$ cat src/rtl/bitc_pkg.sv
package bitc_pkg;
    localparam int DW = 8;           // data byte width
    localparam int AW = 16;          // bus address / operand width
    localparam int IW = 3;           // bit index width
    localparam int LW = AW - IW;     // byte address width inside the operand
    localparam int HW = LW - DW;     // address bits carried by the high byte

    localparam logic [7:0] OPC_AND  = 8'h4A;
    localparam logic [7:0] OPC_ANDN = 8'h6A;
    localparam logic [7:0] OPC_OR   = 8'h0A;
    localparam logic [7:0] OPC_ORN  = 8'h2A;
    localparam logic [7:0] OPC_XOR  = 8'h8A;
    localparam logic [7:0] OPC_FLIP = 8'hEA;

    typedef enum logic [2:0] {
        K_AND, K_ANDN, K_OR, K_ORN, K_XOR, K_FLIP
    } kind_e;

    typedef enum logic [2:0] {
        S_IDLE, S_FLO, S_FHI, S_RD, S_POST, S_TAIL
    } st_e;

    typedef struct packed {
        logic  ok;     // recognised opcode
        kind_e kind;   // operation
        logic  slow;   // idle cycle after the data read
    } dec_t;

    function automatic dec_t decode(input logic [7:0] op);
        dec_t d;
        d = '{ok: 1'b1, kind: K_AND, slow: 1'b0};
        case (op)
            OPC_AND:  d.kind = K_AND;
            OPC_ANDN: d.kind = K_ANDN;
            OPC_OR:   begin d.kind = K_OR;  d.slow = 1'b1; end
            OPC_ORN:  begin d.kind = K_ORN; d.slow = 1'b1; end
            OPC_XOR:  begin d.kind = K_XOR; d.slow = 1'b1; end
            OPC_FLIP: d.kind = K_FLIP;
            default:  d.ok = 1'b0;
        endcase
        return d;
    endfunction

    function automatic logic pick(input logic [DW-1:0] b, input logic [IW-1:0] i);
        return b[i];
    endfunction
endpackage

$ cat src/rtl/bitc_decode.sv
module bitc_decode
    import bitc_pkg::*;
(
    input  logic [7:0] opcode,
    output dec_t       dec
);
    always_comb dec = decode(opcode);
endmodule

$ cat src/rtl/bitc_alu.sv
module bitc_alu
    import bitc_pkg::*;
(
    input  kind_e          kind,
    input  logic [IW-1:0]  idx,
    input  logic [DW-1:0]  byte_in,
    input  logic           c_in,
    output logic           c_new,
    output logic [DW-1:0]  byte_out
);
    logic sel;

    always_comb begin
        sel      = pick(byte_in, idx);
        byte_out = byte_in ^ (DW'(1) << idx);
        case (kind)
            K_AND:   c_new = c_in & sel;
            K_ANDN:  c_new = c_in & ~sel;
            K_OR:    c_new = c_in | sel;
            K_ORN:   c_new = c_in | ~sel;
            K_XOR:   c_new = c_in ^ sel;
            default: c_new = c_in;
        endcase
    end
endmodule

$ cat src/rtl/bitc_seq.sv
module bitc_seq
    import bitc_pkg::*;
(
    input  logic           clk,
    input  logic           rst,
    input  logic           go,
    input  dec_t           dec,
    input  logic [AW-1:0]  pc,
    input  logic [DW-1:0]  mem_rdata,
    output logic [AW-1:0]  mem_addr,
    output logic           mem_rd,
    output logic           mem_wr,
    output kind_e          kind,
    output logic [IW-1:0]  idx,
    output logic [DW-1:0]  cur_byte,
    output logic           exec,
    output logic           busy
);
    st_e           st;
    kind_e         kind_q;
    logic          slow_q;
    logic [AW-1:0] pc_q;
    logic [DW-1:0] lo_q;
    logic [AW-1:0] opw_q;
    logic [DW-1:0] byte_q;

    always_ff @(posedge clk) begin
        if (rst) begin
            st     <= S_IDLE;
            kind_q <= K_AND;
            slow_q <= 1'b0;
            pc_q   <= '0;
            lo_q   <= '0;
            opw_q  <= '0;
            byte_q <= '0;
        end else begin
            case (st)
                S_IDLE: if (go && dec.ok) begin
                    kind_q <= dec.kind;
                    slow_q <= dec.slow;
                    pc_q   <= pc;
                    st     <= S_FLO;
                end
                S_FLO:  st <= S_FHI;
                S_FHI:  begin lo_q <= mem_rdata; st <= S_RD; end
                S_RD:   begin opw_q <= {mem_rdata, lo_q}; st <= S_POST; end
                S_POST: begin byte_q <= mem_rdata; st <= slow_q ? S_TAIL : S_IDLE; end
                default: st <= S_IDLE;
            endcase
        end
    end

    always_comb begin
        mem_rd   = (st == S_FLO) || (st == S_FHI) || (st == S_RD);
        mem_wr   = (st == S_POST) && (kind_q == K_FLIP);
        case (st)
            S_FLO:   mem_addr = pc_q;
            S_FHI:   mem_addr = pc_q + AW'(1);
            S_RD:    mem_addr = {{IW{1'b0}}, mem_rdata[HW-1:0], lo_q};
            S_POST:  mem_addr = {{IW{1'b0}}, opw_q[LW-1:0]};
            default: mem_addr = '0;
        endcase
        cur_byte = (st == S_POST) ? mem_rdata : byte_q;
        exec     = ((st == S_POST) && !slow_q) || (st == S_TAIL);
        busy     = (st != S_IDLE);
        kind     = kind_q;
        idx      = opw_q[AW-1:LW];
    end

    // operand low byte is fetched from the captured program counter
    p_fetch_lo_r2: assert property (@(posedge clk) disable iff (rst)
        (!busy && go && dec.ok) |=> (mem_rd && mem_addr == $past(pc)));
    // high byte follows at the next address
    p_fetch_hi_r2: assert property (@(posedge clk) disable iff (rst)
        (st == S_FLO) |=> (mem_rd && mem_addr == $past(mem_addr) + AW'(1)));
    // data accesses keep the index bits off the bus
    p_hi_zero_r3: assert property (@(posedge clk) disable iff (rst)
        (st == S_RD || mem_wr) |-> (mem_addr[AW-1:LW] == '0));
    // idle bus cycle for the OR and XOR forms
    p_idle_gap_r5: assert property (@(posedge clk) disable iff (rst)
        (st == S_POST && slow_q) |-> (!mem_rd && !mem_wr && !exec));
    // one access per cycle
    p_one_access_r9: assert property (@(posedge clk) disable iff (rst)
        !(mem_rd && mem_wr));
    // a second go while busy does not alter the latched operation
    p_hold_kind_r8: assert property (@(posedge clk) disable iff (rst)
        (busy && $past(busy)) |-> $stable(kind_q));
endmodule

$ cat src/rtl/bitc_unit.sv
module bitc_unit
    import bitc_pkg::*;
(
    input  logic           clk,
    input  logic           rst,
    input  logic           go,
    input  logic [7:0]     opcode,
    input  logic [AW-1:0]  pc,
    input  logic           c_in,
    output logic           c_out,
    output logic           c_we,
    output logic           busy,
    output logic           done,
    output logic [AW-1:0]  mem_addr,
    output logic           mem_rd,
    output logic           mem_wr,
    output logic [DW-1:0]  mem_wdata,
    input  logic [DW-1:0]  mem_rdata
);
    dec_t          dec;
    kind_e         kind;
    logic [IW-1:0] idx;
    logic [DW-1:0] cur_byte;
    logic          exec;
    logic          c_new;

    bitc_decode u_dec (.opcode(opcode), .dec(dec));

    bitc_seq u_seq (
        .clk(clk), .rst(rst), .go(go), .dec(dec), .pc(pc),
        .mem_rdata(mem_rdata), .mem_addr(mem_addr), .mem_rd(mem_rd),
        .mem_wr(mem_wr), .kind(kind), .idx(idx), .cur_byte(cur_byte),
        .exec(exec), .busy(busy)
    );

    bitc_alu u_alu (
        .kind(kind), .idx(idx), .byte_in(cur_byte), .c_in(c_in),
        .c_new(c_new), .byte_out(mem_wdata)
    );

    always_comb begin
        done  = exec;
        c_we  = exec && (kind != K_FLIP);
        c_out = c_we ? c_new : c_in;
    end

    // the flip form never writes the carry
    p_flip_no_carry_r7: assert property (@(posedge clk) disable iff (rst)
        mem_wr |-> (!c_we && done));
    // done is a single-cycle pulse followed by idle
    p_done_pulse_r9: assert property (@(posedge clk) disable iff (rst)
        done |=> (!done && !busy));
    // carry is only written at the end of an instruction
    p_we_at_end_r4: assert property (@(posedge clk) disable iff (rst)
        c_we |-> done);
endmodule

$ cat config.mk
export PLATFORM = sky130hd
export DESIGN_NAME = bitc_unit
export DESIGN_NICKNAME = d
export VERILOG_FILES = /design/src/rtl/bitc_pkg.sv /design/src/rtl/bitc_decode.sv /design/src/rtl/bitc_alu.sv /design/src/rtl/bitc_seq.sv /design/src/rtl/bitc_unit.sv
export SDC_FILE = /design/constraint.sdc
export NUM_CORES = 1
export LEC_CHECK = 0
export ABC_AREA = 1
export BUFFER_PORTS_ARGS = -buffer_cell sky130_fd_sc_hd__buf_2
export CORE_UTILIZATION = 45
export CTS_CLUSTER_SIZE = 16
export DETAILED_ROUTE_END_ITERATION = 8
export PLACE_DENSITY_LB_ADDON = 0.1
export SYNTH_ARGS = -nofsm -noshare
export SYNTH_HDL_FRONTEND = slang
export SYNTH_SLANG_ARGS = --single-unit
$ cat constraint.sdc
create_clock -name clk -period 4.2 [get_ports clk]
set_input_delay 0 -clock clk [delete_from_list [all_inputs] [get_ports clk]]
set_output_delay 0 -clock clk [all_outputs]
set_load 0.01 [all_outputs]
==> metrics.md, run 1 <==
| Metric | Value |
|---|---|
| H-tree Lvls | 2 |
| Status | complete, but fails checks |
| IO Count | 66 |
| Hold Path Depth | 3 |
| Final hold violation count | 1 |
| Post-Syn Nets | 479 |
| Post-synth cell types | 34 |
| Core Region | 6390 um^2 |
| Largest net degree at the start of global routing | 39 |
| Worst setup EP type | primary output |
| Syn Area/Cell | 6.77 um^2 |
| Fin cells | 592 |
| Area after DPL | between 3000 and 4000 um^2 |
| Clock skew | approximately 0.019 ns |
| Initial DRC count | 150 |
| Final WS setup | 1.50 ns |
| Final Core Density | 56.2% |
| Startpoint Class | flop |
| Fin nets | 551 |
| Commonest non-fill, non-tap cell in the layout | nand2_1 |
| Global-route wire length before repair | ~14 mm |
| Vias/cell | ~5.4 |
| Final period utilization | 64.3% |
| Dpl cells | ~570 |
| Failing checks | negative hold slack |
| Worst Path Max Fanout | 21 |
| Post-layout power | 1.02 mW |
| CP arrival | 2.70 ns |
| DRT antenna net count | 0 |
| Most used DFF post-synth | dfxtp_1 |
| CP required | 4.20 ns |
| Reg clk slew, reported paths | 0.12 ns |
| Row count | 29 |
| Warnings from Yosys | 0 |
| Worst hold slack | -0.000828 ns |
| # setup viols final | 0 |
| Clk sinks | between 50 and 60 |
| Reg2Reg Depth | 5 |
| CTS tree | done |
| Initial antenna violation count | 0 |
| Postcts setup bufs | 0 |
| Cts bufs inserted | 5 |
| CTS resizes | 0 |
| Worst VDD drop | 0.132 mV |
| Setup TNS | 0 ns |
| Gr usage total | 23.9% |
| Pre-CTS WS | 1.92 ns |
| Sequential element share of the synthesized area | 36.8% |
| TritonRoute pass-1 iters | 5 |
| Power Density | 284 nW/um^2 |
| Async S/R FF share, synth | 0% |
| Routability congestion estimate | 0.927 |
| Input/output buffers | 65 |
| Clk buf depth | 2 |
| Most frequent cells in the layout | nand2_1 (88), buf_2 (65), dfxtp_1 (55) |
| Die area | approximately 7000 um^2 |
| Final min period | 2.70 ns |
| Clk root buf | clkbuf_8 |
| Layout cells sized above 1 | a little under a fifth |
| Initial Utilization | 46.8% |
| Post-synthesis cell count | 442 |
| Die W | 83.5 um |
| Max_cap viols | 0 |
| Number of global-route vias before repair | 2,901 |
| Mapped Area | 2990 um^2 |
| Slew HR | roughly half |
| Leak | 1.50 nW |
| Tightest Pin Transition | between 0.7 and 0.8 ns |
| HPWL Detailed | 5.86 mm |
| Final WL | approximately 8 mm |
| Hold_buf cts | 19 |
| Overall die height | approximately 84 um |
| Clk Latency, worst-skew pair | between 0.3 and 0.4 ns |
| DRC viols | 0 |
| Avg WL per Cell | 13.7 um |
| Fin. max-slew vios | 0 |
| Vias | about 3,200 |
| Max Freq | approximately 370 MHz |
| Synth Register Bits | 55 |
| Layout area overhead | 20.0% |
| Fin area | roughly 3600 um^2 |
| Hold Crit Class | input pin to flop |
| RSZ-0062 raised after global routing | false |
| ANT cells | 0 |
| Overflow left after global routing | 0 |
| Setup CP Type | flop to primary output |
| EDFF count, synth | 0 |
-- where the power goes --
part | leakage [nW] | total, mW | internal (mW) | switching [mW]
Sequential | 0.444 | 0.551 | 0.538 | 0.0133
Clock | 0.0474 | 0.321 | 0.135 | 0.186
Combinational | 1.01 | 0.148 | 0.0552 | 0.0925
-- critical path, stage by stage (launching register included) --
cell     delay [ns]
dfxtp_1        0.60
inv_1          0.11
nand3_1        0.56
inv_1          0.41
nand2_1        0.21
o21ai_0        0.09
a21oi_1        0.13
o31ai_1        0.09
buf_2          0.16
-- cell usage after synthesis (4+ instances only) --
library cell / instances / area share (%)
nand2_1: 88 / 11
dfxtp_1: 55 / 37
nor2_1: 50 / 6.3
a21oi_1: 49 / 8.2
inv_1: 48 / 6.0
o21ai_0: 35 / 5.9
nand3_1: 29 / 4.9
clkbuf_1: 10 / 1.3
o2111ai_1: 10 / 2.9
nor3_1: 8 / 1.3
xor2_1: 8 / 2.3
and2_1: 6 / 1.3
nand2_2: 5 / 1.0
nand3_2: 5 / 1.7
nand4_1: 5 / 1.0
nor2_2: 5 / 1.0
buf_6: 4 / 1.5
-- registers in the layout (all words and copies together) (netlist names) --
name / count
u_seq.byte_q: 8
u_seq.kind: 3
u_seq.lo_q: 8
u_seq.opw_q: 16
u_seq.pc_q: 16
u_seq.slow_q: 1
u_seq.st: 3
-- final cells by class --
| cell class | count | area, um^2 |
|---|---|---|
| Fill cell | 674 | 2800 |
| Timing Repair Buffer | 84 | 515 |
| Inverter | 48 | 180 |
| Multi-Input combinational cell | 320 | 1600 |
| Tap cell | 77 | 96.3 |
| Clock inverter | 2 | 16.3 |
| Sequential cell | 55 | 1100 |
| Clock buffer | 6 | 82.6 |
-- path summary, 6_finish.rpt --
| check | start | end | slack, ns |
|---|---|---|---|
| worst max-delay path | u_seq.st[2] | mem_addr[5] | 1.50 |
| worst min-delay path | mem_rdata[7] | u_seq.byte_q[7] | -0.0008 |
| worst max register to register | u_seq.st[2] | u_seq.opw_q[5] | 2.06 |
| worst min register to register | u_seq.opw_q[7] | u_seq.opw_q[7] | 0.47 |
-- metal layers --
layer / vias to the layer above / GRT usage [%] / routed length (um)
met5: - / 0 / 0
met4: 0 / 6.47 / 96
li1: 1612 / - / -
met1: 1512 / 30.8 / 3660
met3: 9 / 3.07 / 294
met2: 77 / 42.1 / 4050
-- cells by family (layout without fill, tap and decap cells) --
family | after synthesis | in the layout | share of synthesized area (%)
AOI/OAI and AO/OA | 105 | 105 | 19.7
xor gates and xnor gates | 8 | 8 | 2.34
adders and majority gates | 1 | 1 | 0.418
buffers and inverters | 67 | 140 | 9.74
DFF | 55 | 55 | 36.8
and+or+nand+nor | 206 | 206 | 30.9
No activity file was read; power rests on OpenSTA's default activity.
==> inputs of run 2 (changes only) <==
==> constraint.sdc (replaced) <==
create_clock -name clk -period 2.6 [get_ports clk]
set_input_delay 0 -clock clk [delete_from_list [all_inputs] [get_ports clk]]
set_output_delay 0 -clock clk [all_outputs]
set_load 0.01 [all_outputs]
==> run 2 against run 1 <==
Effect of this change: global-route usage is 0.68 points higher; sequential cell count did not move; first-iteration DRC count rose by 7.3%; final cell count unchanged; power up 60%; combinational power up 69%; largest cell class unchanged; the run now ends clean; critical endpoint is now mem_addr[10]; clock power rose by 53%.
==> metrics.md, run 2 (synthesized netlist as in run 1, its figures left out) <==
| Metric | Value |
|---|---|
| Tightest Pin Transition | 0.679 ns (-0.0980 ns) |
| H-tree Lvls | 2 (unchanged) |
| Overall die height | 83.5 um (unchanged) |
| Hold Path Depth | 3 (unchanged) |
| Worst setup EP type | primary output |
| # setup viols final | 0 (unchanged) |
| Layout area overhead | 19.4% |
| Combinational share of power | 15.3% (+0.8 points) |
| Global-route wire length before repair | 13.9 mm (+2.1%) |
| DRC viols | 0 (unchanged) |
| Slew HR | 54.7% (+6.6 points) |
| HPWL Detailed | 6.01 mm (+2.5%) |
| Row count | 29 (unchanged) |
| CP max stage cell | dfxtp_1 |
| Clock Power Share | 30.1% (-1.4 points) |
| Origin of the worst min-delay path | pc[2] |
| Input/output buffers | 65 (unchanged) |
| Commonest non-fill, non-tap cell in the layout | nand2_1 |
| Flop pwr share | 54.6% (+0.6 points) |
| Layout cells sized above 1 | 19.2% (+1.2 points) |
| CP required | 2.60 ns (-1.60 ns) |
| Worst VDD drop | 0.281 mV (+110%) |
| WHS Endpoint | u_seq.pc_q[2] |
| FF-to-FF Start | u_seq.st[2] |
| Hold Crit Class | input pin to flop |
| Clock skew | 0.00804 ns (-0.0107 ns) |
| Most frequent cells in the layout | nand2_1 (88), buf_2 (65), dfxtp_1 (55) |
| Clk sinks | 55 (unchanged) |
| Final period utilization | 87.9% |
| Setup TNS | 0 ns (unchanged) |
| Status | completed |
| Avg WL per Cell | 13.9 um (+1.6%) |
| CTS tree | done |
| Fin. max-slew vios | 0 (unchanged) |
| Routability congestion estimate | 0.902 (-2.6%) |
| Worst Path Max Fanout | 5 (-76%) |
| Met2 wire length | 4.02 mm (-0.76%) |
| Clk Latency, worst-skew pair | 0.31 ns (about the same) |
| Leak | 1.51 nW (+0.38%) |
| Final WL | 8.23 mm (+1.6%) |
| Reg clk slew, reported paths | 0.09 ns (-0.03 ns) |
| Power Density | 456 nW/um^2 (+61%) |
| Largest net degree at the start of global routing | 33 (-15%) |
| Net switching power figure | 455 uW (+56%) |
| Vias | 3,116 (-2.9%) |
| Core Region | 6390 um^2 (unchanged) |
| RSZ-0062 raised after global routing | false |
| Startpoint Class | flop |
| Initial antenna violation count | 0 (unchanged) |
| Reg2Reg Depth | 5 (unchanged) |
| Setup CP Type | flop to primary output |
| CP arrival | 2.28 ns (-0.42 ns) |
| Cell-internal power | 1.17 mW (+61%) |
| Fin nets | 552 (+0.18%) |
| IO Count | 66 (unchanged) |
| Cts bufs inserted | 5 (unchanged) |
| Gr usage total | 24.6% (+0.68 points) |
| Switching share of power | 27.9% (-0.70 points) |
| Final hold violation count | 0 (-1) |
| Crit path largest cell delay | 0.42 ns (-0.18 ns) |
| Max Freq | 438 MHz |
| Top flop regs | u_seq.opw_q (16), u_seq.pc_q (16) |
| Clk buf depth | 2 (unchanged) |
| WL met3 | 326 um (+11%) |
| Number of global-route vias before repair | 2,995 (+3.2%) |
| Initial Utilization | 46.8% (unchanged) |
| Setup slack, reg-to-reg | 0.84 ns (-1.22 ns) |
| Vias/cell | 5.26 (-2.9%) |
| Critical Path, Cell by Cell | ha_1 -> nand2_1 -> inv_1 -> nand3_1 -> nor2_1 -> nand3_1 -> nor2_1 -> inv_1 -> o21ai_0 -> o311ai_0 -> nand4_1 -> buf_2 |
| Post-layout power | 1.63 mW (+60%) |
| Wl on met1 | 3.80 mm (+3.9%) |
| Reg2reg end | u_seq.pc_q[0] |
| Max_cap viols | 0 (unchanged) |
| DRT antenna net count | 0 (unchanged) |
| Overflow left after global routing | 0 (unchanged) |
| Die area | 6980 um^2 (unchanged) |
| ANT cells | 0 (unchanged) |
| Highest Signal Layer | met4 |
| Initial DRC count | 161 (+7.3%) |
| Final min period | ~2.3 ns |
| Die W | 83.5 um (unchanged) |
| Clk root buf | clkbuf_8 |
| TritonRoute pass-1 iters | 4 (-1) |
## run 2: worst max-delay path by stage
stage | startpoint | end | cells after the start
final | u_seq.pc_q[0] | mem_addr[10] | 12
after global routing | u_seq.pc_q[0] | mem_addr[12] | 11
after CTS | u_seq.pc_q[0] | mem_addr[10] | 12
after detailed placement | u_seq.pc_q[0] | mem_addr[10] | 12
after global placement | u_seq.pc_q[0] | mem_addr[10] | 12
after floorplan | u_seq.pc_q[0] | mem_addr[10] | 11
## run 2: final cells by class
class	instances	area, um^2
repair buffers	85	508
inverters	48	180
well taps	77	96.3
clock buffers	6	82.6
flip-flops and latches	55	1100
multi-input cells	320	1600
fillers	655	2810
clock inverters	1	5.00
## run 2: what timing repair did
item,in CTS,in global routing
hold buffers,12,1
gates resized for setup,0,0
buffers inserted,0,0
endpoints found under the hold margin,12,1
## run 2: per-stage QoR
stage	setup slack, ns	hold WS, ns	cell area, um^2	util [%]	cells
floorplan	1.05	0.143	2990	-	442
global placement	0.739	0.258	3350	52.5	572
detailed placement	0.681	0.262	3350	52.5	572
CTS	0.330	0.000402	3560	55.8	591
global route	0.0309	0.00366	3570	55.9	592
finish	0.316	0.00436	3570	55.9	592
## run 2: power by group through the flow
| stage | Clock, mW | Sequential, mW | Combinational (mW) |
|---|---|---|---|
| 5_1_grt | 0.537 | 0.893 | 0.278 |
| 2_1_floorplan | 0 | 0.903 | 0.145 |
| 6_report | 0.491 | 0.889 | 0.250 |
| 4_1_cts | 0.498 | 0.889 | 0.248 |
| 3_5_place_dp | 0 | 0.908 | 0.234 |
| 3_3_place_gp | 0 | 0.907 | 0.231 |
## run 2: critical path: cells and delay by family (launching register included)
family                     cells  cell delay [ns]
and+or+nand+nor                6             0.81
DFF                            1             0.42
AOI/OAI and AO/OA              2             0.29
buffers and inverters          3             0.27
adders and majority gates      1             0.19
## run 2: layer usage
| layer | track usage, % | vias to the layer above |
|---|---|---|
| met5 | 0 | - |
| met4 | 6.78 | 0 |
| met3 | 3.76 | 6 |
| met2 | 43.5 | 66 |
| met1 | 31.0 | 1437 |
| li1 | - | 1607 |
==> inputs of run 3 (changes only) <==
--- a/config.mk
+++ b/config.mk
@@ -7,7 +7,7 @@
 export LEC_CHECK = 0
 export ABC_AREA = 1
 export BUFFER_PORTS_ARGS = -buffer_cell sky130_fd_sc_hd__buf_2
-export CORE_UTILIZATION = 45
+export CORE_UTILIZATION = 41
 export CTS_CLUSTER_SIZE = 16
 export DETAILED_ROUTE_END_ITERATION = 8
 export PLACE_DENSITY_LB_ADDON = 0.1
==> run 3 against run 2 <==
Effect of this change: the flow now finishes with violations (negative hold slack); register-to-register slack got worse by 0.07 ns; routed wire length increased by 1.2%; die area increased by 9.5%; final cell count increased by 3.5%; fmax decreased by 0.13%; critical path depth unchanged; count of clock-buffer cells in the layout increased by 1; global-route usage decreased by 1.7 points; clock power decreased by 3%.
==> metrics.md, run 3 (synthesized netlist as in run 1, its figures left out) <==
| Metric | Value |
|---|---|
| Status | complete, but fails checks |
| Failing checks | negative hold slack |
| Top flop regs | u_seq.opw_q (16), u_seq.pc_q (16) |
| Leak | 1.51 nW (about the same) |
| Initial antenna violation count | 0 (unchanged) |
| Overflow left after global routing | 0 (unchanged) |
| Overall die height | 87.4 um (+4.7%) |
| Most frequent cells in the layout | nand2_1 (88), buf_2 (65), dfxtp_1 (55) |
| WHS Endpoint | u_seq.pc_q[14] |
| H-tree Lvls | 2 (unchanged) |
| Setup CP Type | flop to primary output |
| Layout area overhead | 20.5% |
| Row count | 30 (+3.4%) |
| Setup slack, reg-to-reg | 0.77 ns (-0.07 ns) |
| Gr usage total | 22.9% (-1.7 points) |
| Core Region | 6910 um^2 (+8.2%) |
| Met1 Use GR | 29.8% (-1.2 points) |
| Met3 GRT Util | 2.84% (-0.92 points) |
| CTS tree | done |
| Cts bufs inserted | 5 (unchanged) |
| Vias/cell | 5.02 (-4.6%) |
| WP buf/inv | 3 (unchanged) |
| CP arrival | 2.29 ns (about the same) |
| Origin of the worst min-delay path | pc[14] |
| Final min period | 2.29 ns (+0.00292 ns) |
| Clk sinks | 55 (unchanged) |
| Register area | 1100 um^2 (unchanged) |
| Reg2reg end | u_seq.slow_q |
| Die area | 7640 um^2 (+9.5%) |
| Power Density | 446 nW/um^2 (-2.2%) |
| Layout cells sized above 1 | 18.6% (-0.65 points) |
| Layout fillers | 759 (+16%) |
| Clk root buf | clkbuf_8 |
| Crit path max-delay family | simple AND/OR/NAND/NOR gates |
| Max Freq | 437 MHz (-0.13%) |
| Routability congestion estimate | 0.878 (-2.7%) |
| DRT antenna net count | 0 (unchanged) |
| CP required | 2.60 ns (about the same) |
| Global-route wire length before repair | 13.6 mm (-2.0%) |
| Worst VDD drop | 0.286 mV (+1.5%) |
| Reg clk slew, reported paths | 0.10 ns (about the same) |
| Input/output buffers | 65 (unchanged) |
| Hold Crit Class | input pin to flop |
| Fin nets | 553 (+0.18%) |
| Startpoint Class | flop |
| HPWL Detailed | 6.21 mm (+3.3%) |
| Worst hold slack | -0.00144 ns (-0.00580 ns) |
| Worst setup EP type | primary output |
| Reg2Reg Depth | 8 (+3) |
| Commonest non-fill, non-tap cell in the layout | nand2_1 |
| # setup viols final | 0 (unchanged) |
| Final hold violation count | 1 (+1) |
| Critical Path, Cell by Cell | ha_1 -> nand2_1 -> inv_1 -> nand3_1 -> nor2_1 -> nand3_1 -> nor2_1 -> inv_1 -> o21ai_0 -> o311ai_0 -> nand4_1 -> buf_2 |
| TritonRoute pass-1 iters | 4 (unchanged) |
| Final Core Density | 52.2% (-3.7 points) |
| CP max stage cell | dfxtp_1 |
| Initial Utilization | 43.3% (-3.5 points) |
| Crit path largest cell delay | 0.43 ns (about the same) |
| DRC viols | 0 (unchanged) |
| ANT cells | 0 (unchanged) |
| Clk Latency, worst-skew pair | 0.30 ns (about the same) |
| Final WL | 8.33 mm (+1.2%) |
| Slew HR | 53.1% (-1.5 points) |
| Setup TNS | 0 ns (unchanged) |
| Fin. max-slew vios | 0 (unchanged) |
| Max_cap viols | 0 (unchanged) |
| Grt met2 use | 40.6% (-3.0 points) |
| Final period utilization | 88.0% (+0.11 points) |
| Die W | 87.4 um (+4.7%) |
| Vias | 3,078 (-1.2%) |
| CTS resizes | 0 (unchanged) |
| Multi-input logic area | 1600 um^2 (unchanged) |
| RSZ-0062 raised after global routing | false |
| FF-to-FF Start | u_seq.st[0] |
| Worst Path Max Fanout | 5 (unchanged) |
| Clk buf depth | 2 (unchanged) |
| Clock skew | 0.00358 ns (-0.00445 ns) |
| Number of global-route vias before repair | 2,869 (-4.2%) |
| Hold Path Depth | 3 (unchanged) |
| Initial DRC count | 132 (-18%) |
| Avg WL per Cell | 13.6 um (-2.3%) |
| Tightest Pin Transition | 0.702 ns (+0.0229 ns) |
| Largest net degree at the start of global routing | 32 (-3.0%) |
| IO Count | 66 (unchanged) |
| Layer with the highest usage | met2 |
==> run 3: changes by cell type in the layout (fill, tap and decap cells not counted) <==
cell / previous run / this run
clkbuf_1: 0 / 2
buf_4: 7 / 5
dlygate4sd3_1: 13 / 16
clkbuf_8: 6 / 5
==> run 3: how the worst max path moves through the flow <==
stage / start / endpoint / depth (start not counted)
2_1_floorplan: u_seq.pc_q[0] / mem_addr[10] / 11
3_3_place_gp: u_seq.st[0] / c_out / 13
3_5_place_dp: u_seq.st[0] / c_out / 13
4_1_cts: u_seq.pc_q[0] / mem_addr[10] / 12
5_1_grt: u_seq.pc_q[0] / mem_addr[10] / 12
6_report: u_seq.pc_q[0] / mem_addr[10] / 12
==> run 3: metrics by stage <==
step           total power [mW]  instances  area [um^2]  hold WS [ns]  setup slack [ns]
3_5_place_dp               1.14        589         3360         0.275             0.667
3_3_place_gp               1.13        589         3360         0.281             0.739
5_1_grt                    1.68        613         3600        0.0151            0.0491
6_report                   1.61        613         3600      -0.00144             0.313
2_1_floorplan              1.05        442         2990         0.143              1.05
4_1_cts                    1.61        613         3600       0.00575             0.312
==> run 3: repair_timing <==
action,CTS,global route
hold buffers,16,0
buffers inserted,0,0
hold endpoints to repair,16,0
==> run 3: report_power, final <==
group          switching, mW  total, mW  leakage, nW  internal (mW)
Combinational          0.154      0.247         1.02         0.0932
Sequential            0.0191      0.888        0.444          0.869
Clock                  0.283      0.474       0.0422          0.190
==> run 3: per-layer routing <==
layer / wire [um] / vias to the layer above
met1: 3860 / 1390
met4: 41 / 0
met5: 0 / -
met2: 4080 / 72
met3: 346 / 4
li1: - / 1612
==> run 3: area by class of cell <==
| type | count | share of cell area (%) |
|---|---|---|
| multi-input combinational | 320 | 44.4 |
| timing repair buffer | 86 | 14.5 |
| tap | 96 | 3.33 |
| sequential | 55 | 30.5 |
| inverter | 48 | 5.00 |
| clock buffer | 7 | 2.12 |
| clock inverter | 1 | 0.139 |
==> run 3: worst register-to-register path, stage by stage (launching register included) <==
cell and delay [ns]:
dfxtp_1 0.35, nor2_2 0.38, inv_1 0.08, nor2_1 0.15, nand3_2 0.19, buf_4 0.28, inv_1 0.13, o21ai_1 0.07
a21oi_1 0.13
